==> src/rtl/rmg_pkg.sv <==
package rmg_pkg;
  typedef enum logic {
    ST_IDLE = 1'b0,
    ST_RUN  = 1'b1
  } seq_state_e;

  function automatic int half_up(int n);
    return (n + 1) / 2;
  endfunction
endpackage

==> src/rtl/rmg_shift_pair.sv <==
// Two copies of the row: a_q slides toward bit 0, b_q toward bit NPIX-1.
module rmg_shift_pair #(
  parameter int NPIX = 16
) (
  input  logic            clk_i,
  input  logic            rst_ni,
  input  logic            load_i,
  input  logic            shift_i,
  input  logic [NPIX-1:0] row_i,
  output logic [NPIX-1:0] a_o,
  output logic [NPIX-1:0] b_o
);
  logic [NPIX-1:0] a_q, b_q;

  for (genvar k = 0; k < NPIX; k++) begin : g_cell
    logic a_in, b_in;
    if (k == NPIX - 1) begin : g_a_edge
      assign a_in = 1'b0;
    end else begin : g_a_mid
      assign a_in = a_q[k+1];
    end
    if (k == 0) begin : g_b_edge
      assign b_in = 1'b0;
    end else begin : g_b_mid
      assign b_in = b_q[k-1];
    end

    always_ff @(posedge clk_i or negedge rst_ni) begin
      if (!rst_ni) begin
        a_q[k] <= 1'b0;
        b_q[k] <= 1'b0;
      end else if (load_i) begin
        a_q[k] <= row_i[k];
        b_q[k] <= row_i[k];
      end else if (shift_i) begin
        a_q[k] <= a_in;
        b_q[k] <= b_in;
      end
    end
  end

  assign a_o = a_q;
  assign b_o = b_q;
endmodule

==> src/rtl/rmg_pair_and.sv <==
// Aligned cells hit whole-pixel slots, adjacent cells hit half-pixel slots.
module rmg_pair_and #(
  parameter int NPIX = 16,
  localparam int NSLOT = 2 * NPIX - 1
) (
  input  logic             first_i,
  input  logic [NPIX-1:0]  a_i,
  input  logic [NPIX-1:0]  b_i,
  output logic [NSLOT-1:0] hit_o
);
  for (genvar k = 0; k < NPIX; k++) begin : g_even
    // at zero shift the aligned compare is a pixel with itself
    assign hit_o[2*k] = a_i[k] & b_i[k] & ~first_i;
  end
  for (genvar k = 0; k < NPIX - 1; k++) begin : g_odd
    assign hit_o[2*k+1] = a_i[k] & b_i[k+1];
  end
endmodule

==> src/rtl/rmg_seq.sv <==
module rmg_seq
  import rmg_pkg::*;
#(
  parameter int NPIX = 16,
  localparam int STEPS = half_up(NPIX),
  localparam int CW = $clog2(STEPS + 1)
) (
  input  logic clk_i,
  input  logic rst_ni,
  input  logic start_i,
  output logic load_o,
  output logic eval_o,
  output logic shift_o,
  output logic first_o,
  output logic busy_o,
  output logic done_o
);
  seq_state_e state_q;
  logic [CW-1:0] cnt_q;
  logic last;

  assign last    = (cnt_q == CW'(STEPS));
  assign load_o  = start_i && (state_q == ST_IDLE);
  assign eval_o  = (state_q == ST_RUN);
  assign shift_o = eval_o && !last;
  assign first_o = (cnt_q == '0);
  assign busy_o  = eval_o;

  always_ff @(posedge clk_i or negedge rst_ni) begin
    if (!rst_ni) begin
      state_q <= ST_IDLE;
      cnt_q   <= '0;
      done_o  <= 1'b0;
    end else begin
      done_o <= 1'b0;
      if (load_o) begin
        state_q <= ST_RUN;
        cnt_q   <= '0;
      end else if (eval_o) begin
        if (last) begin
          state_q <= ST_IDLE;
          done_o  <= 1'b1;
        end else begin
          cnt_q <= cnt_q + 1'b1;
        end
      end
    end
  end
endmodule

==> src/rtl/row_midpoint_gen.sv <==
module row_midpoint_gen #(
  parameter int NPIX = 16,
  localparam int NSLOT = 2 * NPIX - 1
) (
  input  logic             clk_i,
  input  logic             rst_ni,
  input  logic             start_i,
  input  logic [NPIX-1:0]  row_i,
  output logic             busy_o,
  output logic             done_o,
  output logic [NSLOT-1:0] mid_o
);
  logic load, eval, shift, first;
  logic [NPIX-1:0] a_cells, b_cells;
  logic [NSLOT-1:0] hit, mid_q;

  rmg_seq #(.NPIX(NPIX)) u_seq (
    .clk_i   (clk_i),
    .rst_ni  (rst_ni),
    .start_i (start_i),
    .load_o  (load),
    .eval_o  (eval),
    .shift_o (shift),
    .first_o (first),
    .busy_o  (busy_o),
    .done_o  (done_o)
  );

  rmg_shift_pair #(.NPIX(NPIX)) u_shift (
    .clk_i   (clk_i),
    .rst_ni  (rst_ni),
    .load_i  (load),
    .shift_i (shift),
    .row_i   (row_i),
    .a_o     (a_cells),
    .b_o     (b_cells)
  );

  rmg_pair_and #(.NPIX(NPIX)) u_and (
    .first_i (first),
    .a_i     (a_cells),
    .b_i     (b_cells),
    .hit_o   (hit)
  );

  always_ff @(posedge clk_i or negedge rst_ni) begin
    if (!rst_ni)   mid_q <= '0;
    else if (load) mid_q <= '0;
    else if (eval) mid_q <= mid_q | hit;
  end

  assign mid_o = mid_q;
endmodule

==> config.mk <==
export PLATFORM = sky130hd
export DESIGN_NAME = row_midpoint_gen
export DESIGN_NICKNAME = d
export VERILOG_FILES = /design/src/rtl/rmg_pkg.sv /design/src/rtl/rmg_shift_pair.sv /design/src/rtl/rmg_pair_and.sv /design/src/rtl/rmg_seq.sv /design/src/rtl/row_midpoint_gen.sv
export SDC_FILE = /design/constraint.sdc
export NUM_CORES = 1
export LEC_CHECK = 0
export BUFFER_PORTS_ARGS = -buffer_cell sky130_fd_sc_hd__buf_2
export CAP_MARGIN = 5
export CELL_PAD_IN_SITES_DETAIL_PLACEMENT = 1
export CELL_PAD_IN_SITES_GLOBAL_PLACEMENT = 1
export CORE_ASPECT_RATIO = 0.6
export CORE_MARGIN = 1.5
export CORE_UTILIZATION = 51
export CTS_BUF_LIST = sky130_fd_sc_hd__clkbuf_2 sky130_fd_sc_hd__clkbuf_4 sky130_fd_sc_hd__clkbuf_8
export CTS_CLUSTER_DIAMETER = 30
export DETAILED_ROUTE_END_ITERATION = 10
export PLACE_DENSITY_LB_ADDON = 0.1
export SYNTH_ARGS = -nofsm -noshare
export SYNTH_HDL_FRONTEND = slang
export SYNTH_SLANG_ARGS = --single-unit
==> constraint.sdc <==
create_clock -name clk_i -period 4.9 [get_ports clk_i]
set_input_delay 0.735 -clock clk_i [delete_from_list [all_inputs] [get_ports clk_i]]
set_output_delay 0.735 -clock clk_i [all_outputs]
set_load 0.05 [all_outputs]
* Word-level counts from Yosys, hierarchy flattened
Index checks and enable logic that the tools add are counted.
** Word-level totals
- Register bits :: 69
- Bits of input ports :: 19
- Output and inout bits :: 33
- Word-level logic and storage cells :: 170
** Cells by class
- Add/subtract/negate cells :: 1
- Equality and inequality tests :: 2
- Muxes and demuxes :: 74
- Bitwise gates (word level) :: 50
- Reductions and logical operators :: 7
** Operator list (count)
- 1-bit 2-to-1 mux :: 69
- 31-bit 2-to-1 mux :: 2
- 1-bit bitwise AND :: 47
- 31-bit bitwise OR :: 1
- 4-bit 2-to-1 mux :: 3
- 4-bit by 1-bit adder with 4-bit output (second input constant) :: 1
- 4-bit == test (second input constant) :: 1
- 4-bit zero test :: 1
- 2-bit nonzero test :: 2
- 1-bit logical AND :: 2
- 2-bit inequality test (second input constant) :: 1
- 1-bit NOT :: 2
- 2-bit AND reduction :: 1
- 1-bit zero test :: 1

* Depth between registers and ports, before layout
Gate-level depths: netlist (run 1).
- Depth after elaboration :: 6
- Mapped depth :: 5
- Mapped depth without buffers :: 5

* Modules after synthesis
A second synthesis (run 1) with hierarchy kept.
** Unflattened totals
- Cells, all modules :: 300
- Area total of the unflattened synthesis :: 3550.9 um^2
** Modules (own cells, without submodules)
- rmg_shift_pair :: instances 1, cells an instance 134, area each 1870.5 um^2, sequential area each 800.8 um^2
- row_midpoint_gen :: instances 1, cells an instance 99, area each 1096.1 um^2, sequential area each 775.7 um^2
- rmg_seq :: instances 1, cells an instance 35, area each 331.6 um^2, sequential area each 150.1 um^2
- rmg_pair_and :: instances 1, cells an instance 32, area each 252.7 um^2, sequential area each 0.0 um^2

* Worst setup path after synthesis (run 1)
No wires, ideal clock.
- Path kind :: flip-flop to flip-flop
- From :: register u_seq.state_q, in the netlist u_seq.busy_o
- To :: register u_shift.a_q[5], in the netlist u_shift.g_cell[4].a_in
- Setup time :: 0.125 ns
- Arrival :: 1.688 ns
- Required time :: 4.775 ns
- Setup slack :: 3.087 ns
- Stages on the path, launching flop included :: 6
- Path buffers :: 2
- Clock period less this slack :: 1.813 ns
- Cells stage by stage :: dfrtp_1 nand2b_4 buf_6 buf_6 mux2_4 mux2_4
** Between the ends
- Longest elaborated chain between the ends :: 3
- Elaborated cells on any way between the ends :: 5
- Those cells by class :: 1 x mux; 1 x bitwise; 3 x reduce/logical
** Ends and longest elaborated chain
- start, declared :: line rmg_seq.sv:18 : seq_state_e state_q;
- start signal, assigned :: line rmg_seq.sv:31 : state_q <= ST_IDLE;
- start signal, assigned :: line rmg_seq.sv:37 : state_q <= ST_RUN;
- start signal, assigned :: line rmg_seq.sv:41 : state_q <= ST_IDLE;
- 1-bit NOT :: line rmg_seq.sv:23 : assign load_o = start_i && (state_q == ST_IDLE);
- 1-bit logical AND :: line rmg_seq.sv:23
- 1-bit 2-to-1 mux / 2-bit nonzero test (equally long branches)
- end signal, assigned by index :: line rmg_shift_pair.sv:33 : a_q[k] <= row_i[k];
- end signal, assigned by index :: line rmg_shift_pair.sv:36 : a_q[k] <= a_in;
- end, declared :: line rmg_shift_pair.sv:13 : logic [NPIX-1:0] a_q, b_q;
Parallel ways exist; a longest one is shown, timed or not.
A chain may end at the register's enable or synchronous reset.

* Worst setup path after layout (run 1)
- From :: register u_seq.state_q, in the netlist u_seq.busy_o
- To :: register u_shift.a_q[0], in the netlist u_shift.a_o[0]
Same word-level chain as after synthesis.

==> results of run 1 <==
stage by stage:
step | total power, uW | hold slack, ps | setup WS [ps]
2_1_floorplan | 1930 | 439 | 3090
5_1_grt | 2850 | 523 | 2240
3_5_place_dp | 2240 | 476 | 2380
4_1_cts | 2720 | 494 | 2370
3_3_place_gp | 2190 | 471 | 2480
6_report | 2700 | 492 | 2390
sequential cells by signal, indices dropped and copies added, names as in the netlist:
| name | flops |
|---|---|
| mid_o | 31 |
| u_seq.busy_o | 1 |
| u_seq.cnt_q | 4 |
| u_seq.done_o | 1 |
| u_shift.a_o | 1 |
| u_shift.b_o | 1 |
| u_shift.g_cell.a_in | 15 |
| u_shift.g_cell.b_in | 15 |
power groups by stage:
stage          Sequential (uW)  Clock, uW  Combinational [uW]
2_1_floorplan             1350          0                 584
3_3_place_gp              1010          0                1180
3_5_place_dp              1020          0                1220
4_1_cts                   1010        475                1230
5_1_grt                   1050        506                1290
6_report                  1020        468                1220
final cells by class:
type	instances	area, um^2
Fill cell	603	2130
Inverter	9	33.8
Clock buffer	10	138
Timing Repair Buffer	53	270
Sequential cell	69	1730
Clock inverter	6	62.6
Multi-Input combinational cell	144	1260
Tap cell	80	100
kinds of logic after synthesis:
logic type               Yosys count
adder cells (fa/ha/maj)            2
AND/OR/NAND/NOR                   26
buffers and inverters             21
multiplexers                      61
AO/OA/AOI/OAI                     55
flip-flops                        69
layer usage:
layer / track usage [%] / vias to the layer above
li1: - / 959
met1: 34.4 / 1096
met2: 37.3 / 41
met3: 7.35 / 6
met4: 4.17 / 0
met5: 0 / -
worst max-delay path, delay by kind of cell, from the launching register on:
family,cells,cell delay [ps]
mux,1,390
buf+inv,1,430
simple gates,1,230
flops,1,830
compound gates,1,520
cell usage in the layout (no fill, tap or decap), drive strengths merged, types with 3 or more instances in the layout:
cell type and n:
a21oi 31, a32o 16, buf 53, clkbuf 10, clkinvlp 3, dfrtp 69
inv 9, mux2 60, nand2 3, nor2 17, o22ai 4
path summary, 6_finish.rpt:
check                              from                     end  slack (ps)  depth (start not counted)
max in group asynchronous        rst_ni  u_shift.g_cell[6].a_in        3420                          2
hold reg to reg                mid_o[6]                mid_o[6]         490                          1
setup reg to reg           u_seq.busy_o          u_shift.a_o[0]        2390                          4
min in group asynchronous        rst_ni  u_shift.g_cell[0].a_in         580                          1
hold / removal                 mid_o[6]                mid_o[6]         490                          1
setup / recovery           u_seq.busy_o          u_shift.a_o[0]        2390                          4
==> impl_results.md, run 1 <==
- Status: finished clean
- Cell row count: 21
- CTS tree: built
- FF+latch count, synth: just under 70
- Routed len/inst: between 15 and 20 um
- Netlist cell types: 23
- Setup TNS: 0 ps
- Sw Share: around 45%
- CTS buffer count: 9
- Via count: roughly 2.1k
- Share of post-route cells with drive strength above 1: 43.6%
- Async S/R FF share, synth: between 90% and 100%
- Startpoint Class: register
- Least-Margin Pin Slew: between 1000 and 1500 ps
- Syn nets: 255
- Initial antenna violation count: 0
- Post-synth EDFFs: 0
- Combinational family with the most area after synthesis: multiplexers
- Routability cong.: about 0.75
- CTS root buffer: clkbuf_8
- # diodes: 0
- Critical path's largest stage delay: about 830 ps
- Clk buf depth: 2
- MaxCap Viol Count: 0
- Crit-path slowest cell: dfrtp_1
- Placed cell area: between 3000 and 4000 um^2
- DRT Pass-1 Iters: 4
- Achievable frequency: slightly below 400 MHz
- Die width: just over 100 um
- Clock sink count: 69
- Met2 routed WL: 3300 um
- Total core area: 5730 um^2
- Post-Syn Area: roughly 3100 um^2
- M1 wire length: around 3700 um
- Total Wirelength: ~7300 um
- Most common cell in the netlist: dfrtp_1
- Synth warn: 0
- HPWL Detailed: a little under 5000 um
- Worst Path Arrival: ~2700 ps
- Leak pwr: 0.00184 uW
- Synth area leaders: dfrtp_1, mux2_2, mux2_4, a32o_1, a21oi_1
- Synthesized instance count: between 200 and 250
- Seq/Total Area, Yosys: between 50% and 60%
- Internal power: 1480 uW
- Psw: about 1200 uW
- Iteration-0 DRC Markers: 99
- Hold crit path type: reg2reg
- Area grow syn2layout: 15.5%
- Worst-path cell chain: nor2_1, a31oi_4, buf_4, mux2_2
- Shortest period the worst path allows: 2510 ps
- Final core occ: about 63%
- CTS resizes: 0
- Post-synthesis adder-cell area fraction: less than 1%
- Finished layout cell area: roughly 3600 um^2
- DRC violations left: 0
- Metal3 WL: between 200 and 300 um
- Number of port buffers: 51
- WS Path Type: reg2reg
- Syn Area/Cell: between 10 and 15 um^2
- DIE AREA: 6590 um^2
- Largest net degree at the start of global routing: slightly below 50
- Worst Setup End Kind: register
- Clock skew: 13.2 ps
- All-Layer GR Usage: about 24%
- # Post-CTS Setup Buffers: 0
- CP Max Fanout: 24
- Initial Util: ~54%
- Most frequent cells after synthesis: dfrtp_1, mux2_2, a21oi_1, nor2_1, a32o_1
- Synth Area in Compound Gates: 12.3%
- CP Data Required Time: 5130 ps
- Top FF cell, synth: dfrtp_1
- Final Net Count: 307
- Vias in the first global route: 2,203
- Slew HR: 29.4%
- Final setup fails: 0
- First-pass GRT wire length: 12,000 um
- Unrepaired setup endpoints after global routing: false
- Post-synthesis simple-gate area fraction: under 10%
- Highest routed layer: met4
- Post-CTS Hold Buffers: 0
- Area leader, netlist: dfrtp_1
- Clk slew on worst S/H paths: roughly 80 ps
- XOR/XNOR share of the synthesized area: 0%
- Slew Limit Fails: 0
- Routed Antenna Nets: 0
- Die Ht: 63.5 um
- IO Pins: 52
- Post-synthesis mux area share: between 20% and 30%
- Power Density: about 750 nW/um^2
- Comb power frac: 45.1%
- Share of the synthesized area in the top cell type: approximately 55%
- Share of power burned in registers: approximately 38%
- CTS H-tree depth: 3
- Later-pin clock latency in the skew report: 350 ps
- Vias/cell: between 5 and 6
- Non-filler cells, final: around 370
- Number of cells in the design after placement: around 360
- Clk network pwr share: approximately 17%
- Grt total ovfl: 0
- Peak VDD IR: 0.349 mV
- Fin crit share: 51.3%
- Final hold viol count: 0
No activity file was read; power rests on OpenSTA's default activity.
==> run 2: changes to the inputs <==
Settings changed: CORE_UTILIZATION 51 to 47.
Clock period 4.9 ns to 2.5 ns, I/O delays scaled along.
==> impl_results.md, run 2 (same netlist as run 1, synthesis figures left out) <==
- Status: finished clean
- Internal power: 3290 uW (+120%)
- Vias in the first global route: 2,204 (+0.045%)
- Comb power frac: 43.4% (-1.7 points)
- Most frequent cells in the layout: dfrtp_1, buf_2, mux2_2
- Pwr Total: 5660 uW (+110%)
- Number of port buffers: 51 (unchanged)
- Largest net degree at the start of global routing: 70 (+43%)
- Total Wirelength: 7140 um (-1.8%)
- Peak VDD IR: 0.742 mV (+110%)
- Clk buf depth: 2 (unchanged)
- # Post-CTS Setup Buffers: 0 (unchanged)
- Clock sink count: 69 (unchanged)
- Clk network pwr share: 22.3% (+5.0 points)
- Final setup fails: 0 (unchanged)
- CTS root buffer: clkbuf_8
- Leak pwr: 0.00191 uW (+3.8%)
- Grt total ovfl: 0 (unchanged)
- Setup TNS: 0 ps (unchanged)
- Area occupied by multi-input gates: 1260 um^2 (unchanged)
- Area grow syn2layout: 19.8%
- CTS tree: built
- Later-pin clock latency in the skew report: 340 ps (about the same)
- Setup slack, reg-to-reg: 740 ps (-1640 ps)
- Power Density: 1520 nW/um^2 (+100%)
- Number of cells in the design after placement: 362 (+2.0%)
- Fill count: 656 (+8.8%)
- IO Pins: 52 (unchanged)
- Via count: 2,082 (-0.95%)
- Cell row count: 22 (+4.8%)
- Non-filler cells, final: 378 (+1.9%)
- Worst Path Arrival: 1980 ps (-760 ps)
- Clk slew on worst S/H paths: 80 ps (about the same)
- Critical path's largest stage delay: 400 ps (-430 ps)
- Share of post-route cells with drive strength above 1: 44.2% (+0.58 points)
- Psw: 2370 uW (+94%)
- CTS H-tree depth: 3 (unchanged)
- DRC violations left: 0 (unchanged)
- Shortest period the worst path allows: 1760 ps (-757 ps)
- Slew HR: 58.2% (+29 points)
- Die width: 108 um (+4.0%)
- HPWL Detailed: 4720 um (-2.5%)
- First-pass GRT wire length: 11,900 um (-0.91%)
- Delay-heaviest family, CP: buffers and inverters
- Slew Limit Fails: 0 (unchanged)
- Final Net Count: 310 (+0.98%)
- # diodes: 0 (unchanged)
- Share of power burned in registers: 34.3% (-3.3 points)
- CTS buffer count: 9 (unchanged)
- MaxCap Viol Count: 0 (unchanged)
- DIE AREA: 7130 um^2 (+8.2%)
- Hold crit path type: in2async
- Startpoint Class: register
- WS Path Type: reg2reg
- Iteration-0 DRC Markers: 69 (-30%)
- Unrepaired setup endpoints after global routing: false
- CTS resizes: 0 (unchanged)
- DRT Pass-1 Iters: 4 (unchanged)
- CP Max Fanout: 33 (+38%)
- Initial Util: 49.8% (-4.5 points)
- All-Layer GR Usage: 22.8% (-1.4 points)
- Hold Slack: 35.6 ps (-457 ps)
- Least-Margin Pin Slew: 626 ps (-433 ps)
- Final hold viol count: 0 (unchanged)
- Worst Setup End Kind: register
- Clock skew: 8.98 ps (-4.19 ps)
- Sw Share: 41.9% (-3.2 points)
- Routed len/inst: 18.9 um (-3.7%)
- Worst-path cell chain: buf_4, nor2b_4, a31oi_4, buf_12, mux2_2
- Routability cong.: 0.760 (+0.81%)
- Most common cell after layout, fill and taps aside: dfrtp_1
- CP Data Required Time: 2720 ps (-2410 ps)
- Total core area: 6250 um^2 (+9.1%)
- Post-CTS Hold Buffers: 0 (unchanged)
- Initial antenna violation count: 0 (unchanged)
- Routed Antenna Nets: 0 (unchanged)
- Die Ht: 66.0 um (+4.0%)
- Achievable frequency: 569 MHz (+43%)
- FF+latch area: 1730 um^2 (unchanged)
- CP bufs+invs: 2 (+1)
- Vias/cell: 5.51 (-2.8%)
- Crit-path slowest cell: dfrtp_1
- Max reg flops: 31 (unchanged)
- Fin crit share: 70.3% (+19 points)
[run 2: cell count changes in the layout (fill, tap and decap cells not counted)]
cell | before | now
buf_12 | 0 | 2
clkinv_2 | 2 | 0
clkinvlp_4 | 3 | 0
buf_4 | 2 | 3
bufinv_16 | 1 | 4
clkbuf_8 | 10 | 11
inv_6 | 0 | 1
[run 2: power by group through the flow]
stage | combinational (uW) | sequential, uW | clock (uW)
2_1_floorplan | 1140 | 2640 | 0
6_report | 2460 | 1940 | 1260
3_3_place_gp | 2390 | 1930 | 0
3_5_place_dp | 2460 | 1960 | 0
5_1_grt | 2640 | 2010 | 1330
4_1_cts | 2480 | 1940 | 1270
[run 2: final cells by class]
type | instances | share of cell area, %
repair buffers | 56 | 8.53
flip-flops and latches | 69 | 46.3
inverters | 9 | 0.906
multi-input cells | 144 | 33.9
well taps | 84 | 2.82
clock inverters | 5 | 3.46
clock buffers | 11 | 4.06
[run 2: routing by layer]
layer  global-route usage [%]  vias to the layer above  wire length, um  share of wire (%)
met4                     5.59                        0               52               0.73
met3                     6.90                        4              340                4.8
met5                        0                        -                0                  0
met1                     31.8                     1061             3610                 51
met2                     35.2                       48             3140                 44
li1                         -                      969                -                  -
[run 2: path summary, 6_finish.rpt]
path | start | to | cells past startpoint
worst max-delay path | u_seq.busy_o | u_shift.g_cell[12].a_in | 5
worst min-delay path | rst_ni | mid_o[4] | 2
worst max register to register | u_seq.busy_o | u_shift.g_cell[12].a_in | 5
worst min register to register | mid_o[24] | mid_o[24] | 1
max in group asynchronous | rst_ni | mid_o[20] | 2
min in group clk_i | row_i[0] | u_shift.g_cell[1].b_in | 3
[run 2: through the flow]
| step | cell area, um^2 | util [%] | worst slack (ps) |
|---|---|---|---|
| detailed placement | 3450 | 55.2 | 684 |
| floorplan | 3110 | - | 687 |
| global route | 3730 | 59.7 | 673 |
| CTS | 3730 | 59.7 | 746 |
| global placement | 3450 | 55.2 | 713 |
| finish | 3730 | 59.7 | 743 |
==> run 3: changes to the inputs <==
Clock period 2.5 ns to 1.8 ns, I/O delays scaled along.
==> impl_results.md, run 3 (same netlist as run 1, synthesis figures left out) <==
- Via count: 2,171 (+4.3%)
- Final hold viol count: 0 (unchanged)
- Total Wirelength: 7640 um (+7.1%)
- Hold crit path type: in2reg
- Clock skew: 8.81 ps (-0.171 ps)
- Reg2reg path depth: 6 (+1)
- Clk slew on worst S/H paths: 70 ps (about the same)
- Number of port buffers: 51 (unchanged)
- Unrepaired setup endpoints after global routing: false
- Initial antenna violation count: 0 (unchanged)
- WS Path Type: reg2reg
- Routed len/inst: 19.6 um (+3.8%)
- CTS root buffer: clkbuf_8
- CTS H-tree depth: 3 (unchanged)
- All-Layer GR Usage: 22.3% (-0.56 points)
- Cell row count: 22 (unchanged)
- Final setup fails: 0 (unchanged)
- Routability cong.: 0.799 (+5.1%)
- Routed Antenna Nets: 0 (unchanged)
- Pwr Total: 7590 uW (+34%)
- CP Data Required Time: 2030 ps (-690 ps)
- Post-route setup slack: 87.1 ps (-656 ps)
- DRT Pass-1 Iters: 5 (+1)
- Max reg flops: 31 (unchanged)
- Status: finished clean
- Grt total ovfl: 0 (unchanged)
- CP Max Fanout: 6 (-82%)
- Power Density: 2000 nW/um^2 (+32%)
- Vias/cell: 5.57 (+1.1%)
- First-pass GRT wire length: 11,700 um (-2.4%)
- Total core area: 6250 um^2 (unchanged)
- Most common cell after layout, fill and taps aside: dfrtp_1
- CTS tree: built
- MaxCap Viol Count: 0 (unchanged)
- Area grow syn2layout: 21.9%
- Die Ht: 66.0 um (unchanged)
- Hold Slack: 195 ps (+160 ps)
- Clk buf depth: 2 (unchanged)
- Worst Path Arrival: 1950 ps (-30 ps)
- Clock sink count: 69 (unchanged)
- HPWL Detailed: 4800 um (+1.7%)
- Fill count: 643 (-2.0%)
- Later-pin clock latency in the skew report: 340 ps (about the same)
- Die width: 108 um (unchanged)
- Iteration-0 DRC Markers: 76 (+10%)
- Shortest period the worst path allows: 1710 ps (-43.9 ps)
- Slew HR: 62.9% (+4.7 points)
- Vias in the first global route: 2,197 (-0.32%)
- Share of post-route cells with drive strength above 1: 46.7% (+2.5 points)
- Placed cell area: 3500 um^2 (+1.4%)
- IO Pins: 52 (unchanged)
- Initial Util: 49.8% (unchanged)
- Fin crit share: 95.2% (+25 points)
- Final Net Count: 322 (+3.9%)
- Most frequent cells in the layout: dfrtp_1, buf_2, mux2_2
- Worst Setup End Kind: register
- Achievable frequency: 584 MHz (+2.6%)
- DIE AREA: 7130 um^2 (unchanged)
- Leak pwr: 0.00196 uW (+2.6%)
- Post-placement worst setup slack: -13.6 ps (-697 ps)
- DRC violations left: 0 (unchanged)
- Hold Crit Depth: 3
- Peak VDD IR: 0.871 mV (+17%)
- Finished layout cell area: 3790 um^2 (+1.7%)
- # diodes: 0 (unchanged)
- Largest net degree at the start of global routing: 70 (unchanged)
- CTS buffer count: 9 (unchanged)
- Least-Margin Pin Slew: 554 ps (-71.4 ps)
- Startpoint Class: register
- Slew Limit Fails: 0 (unchanged)
==> run 3: path summary, 6_finish.rpt <==
kind	startpoint	endpoint	slack [ps]
worst max-delay path	u_seq.cnt_q[1]	u_shift.g_cell[11].a_in	90
worst min-delay path	row_i[15]	u_shift.g_cell[14].a_in	200
worst max register to register	u_seq.cnt_q[1]	u_shift.g_cell[11].a_in	90
worst min register to register	mid_o[2]	mid_o[2]	490
max in group asynchronous	rst_ni	u_seq.busy_o	980
min in group asynchronous	rst_ni	mid_o[2]	460
==> run 3: critical path, stage by stage, from the launching register on <==
cell and delay, ps:
dfrtp_1 380, inv_1 70, ha_2 220, a31oi_4 270, clkbuf_16 180, buf_4 180, mux2_4 310
==> run 3: cell type report <==
| cell class | instances | area [um^2] | share of cell area, % |
|---|---|---|---|
| well taps | 84 | 105 | 2.77 |
| inverters | 9 | 33.8 | 0.891 |
| clock inverters | 5 | 50.0 | 1.32 |
| repair buffers | 68 | 457 | 12.0 |
| clock buffers | 11 | 145 | 3.83 |
| flip-flops and latches | 69 | 1730 | 45.6 |
| multi-input cells | 144 | 1270 | 33.6 |
==> run 3: timing repair <==
action | CTS | global route
hold buffers | 1 | 0
pin swaps | 0 | 1
buffers inserted | 0 | 7
gates resized for setup | 1 | 2
endpoints found under the setup margin | 16 | 1
cloned | 0 | 1
hold endpoints to repair | 69 | 0
==> run 3: layer usage <==
metal  part of all wire [%]  global-route usage, %  wire [um]
met5                      0                      0          0
met4                   0.75                   6.74         57
met3                    3.8                   6.31        291
met2                     45                   33.9       3450
met1                     50                   31.1       3840
==> run 3: where the power goes <==
part / internal (uW) / switching, uW
Clock: 684 / 571
Combinational: 1430 / 2200
Sequential: 2150 / 554
Total: 4260 / 3320
==> run 3: per-stage QoR <==
| stage | utilization, % | std cells | TNS [ps] |
|---|---|---|---|
| after floorplan | - | 234 | 0 |
| after global placement | 55.9 | 365 | 0 |
| after detailed placement | 55.9 | 365 | -32.7 |
| after CTS | 59.4 | 382 | 0 |
| after global routing | 60.7 | 390 | 0 |
| final | 60.7 | 390 | 0 |
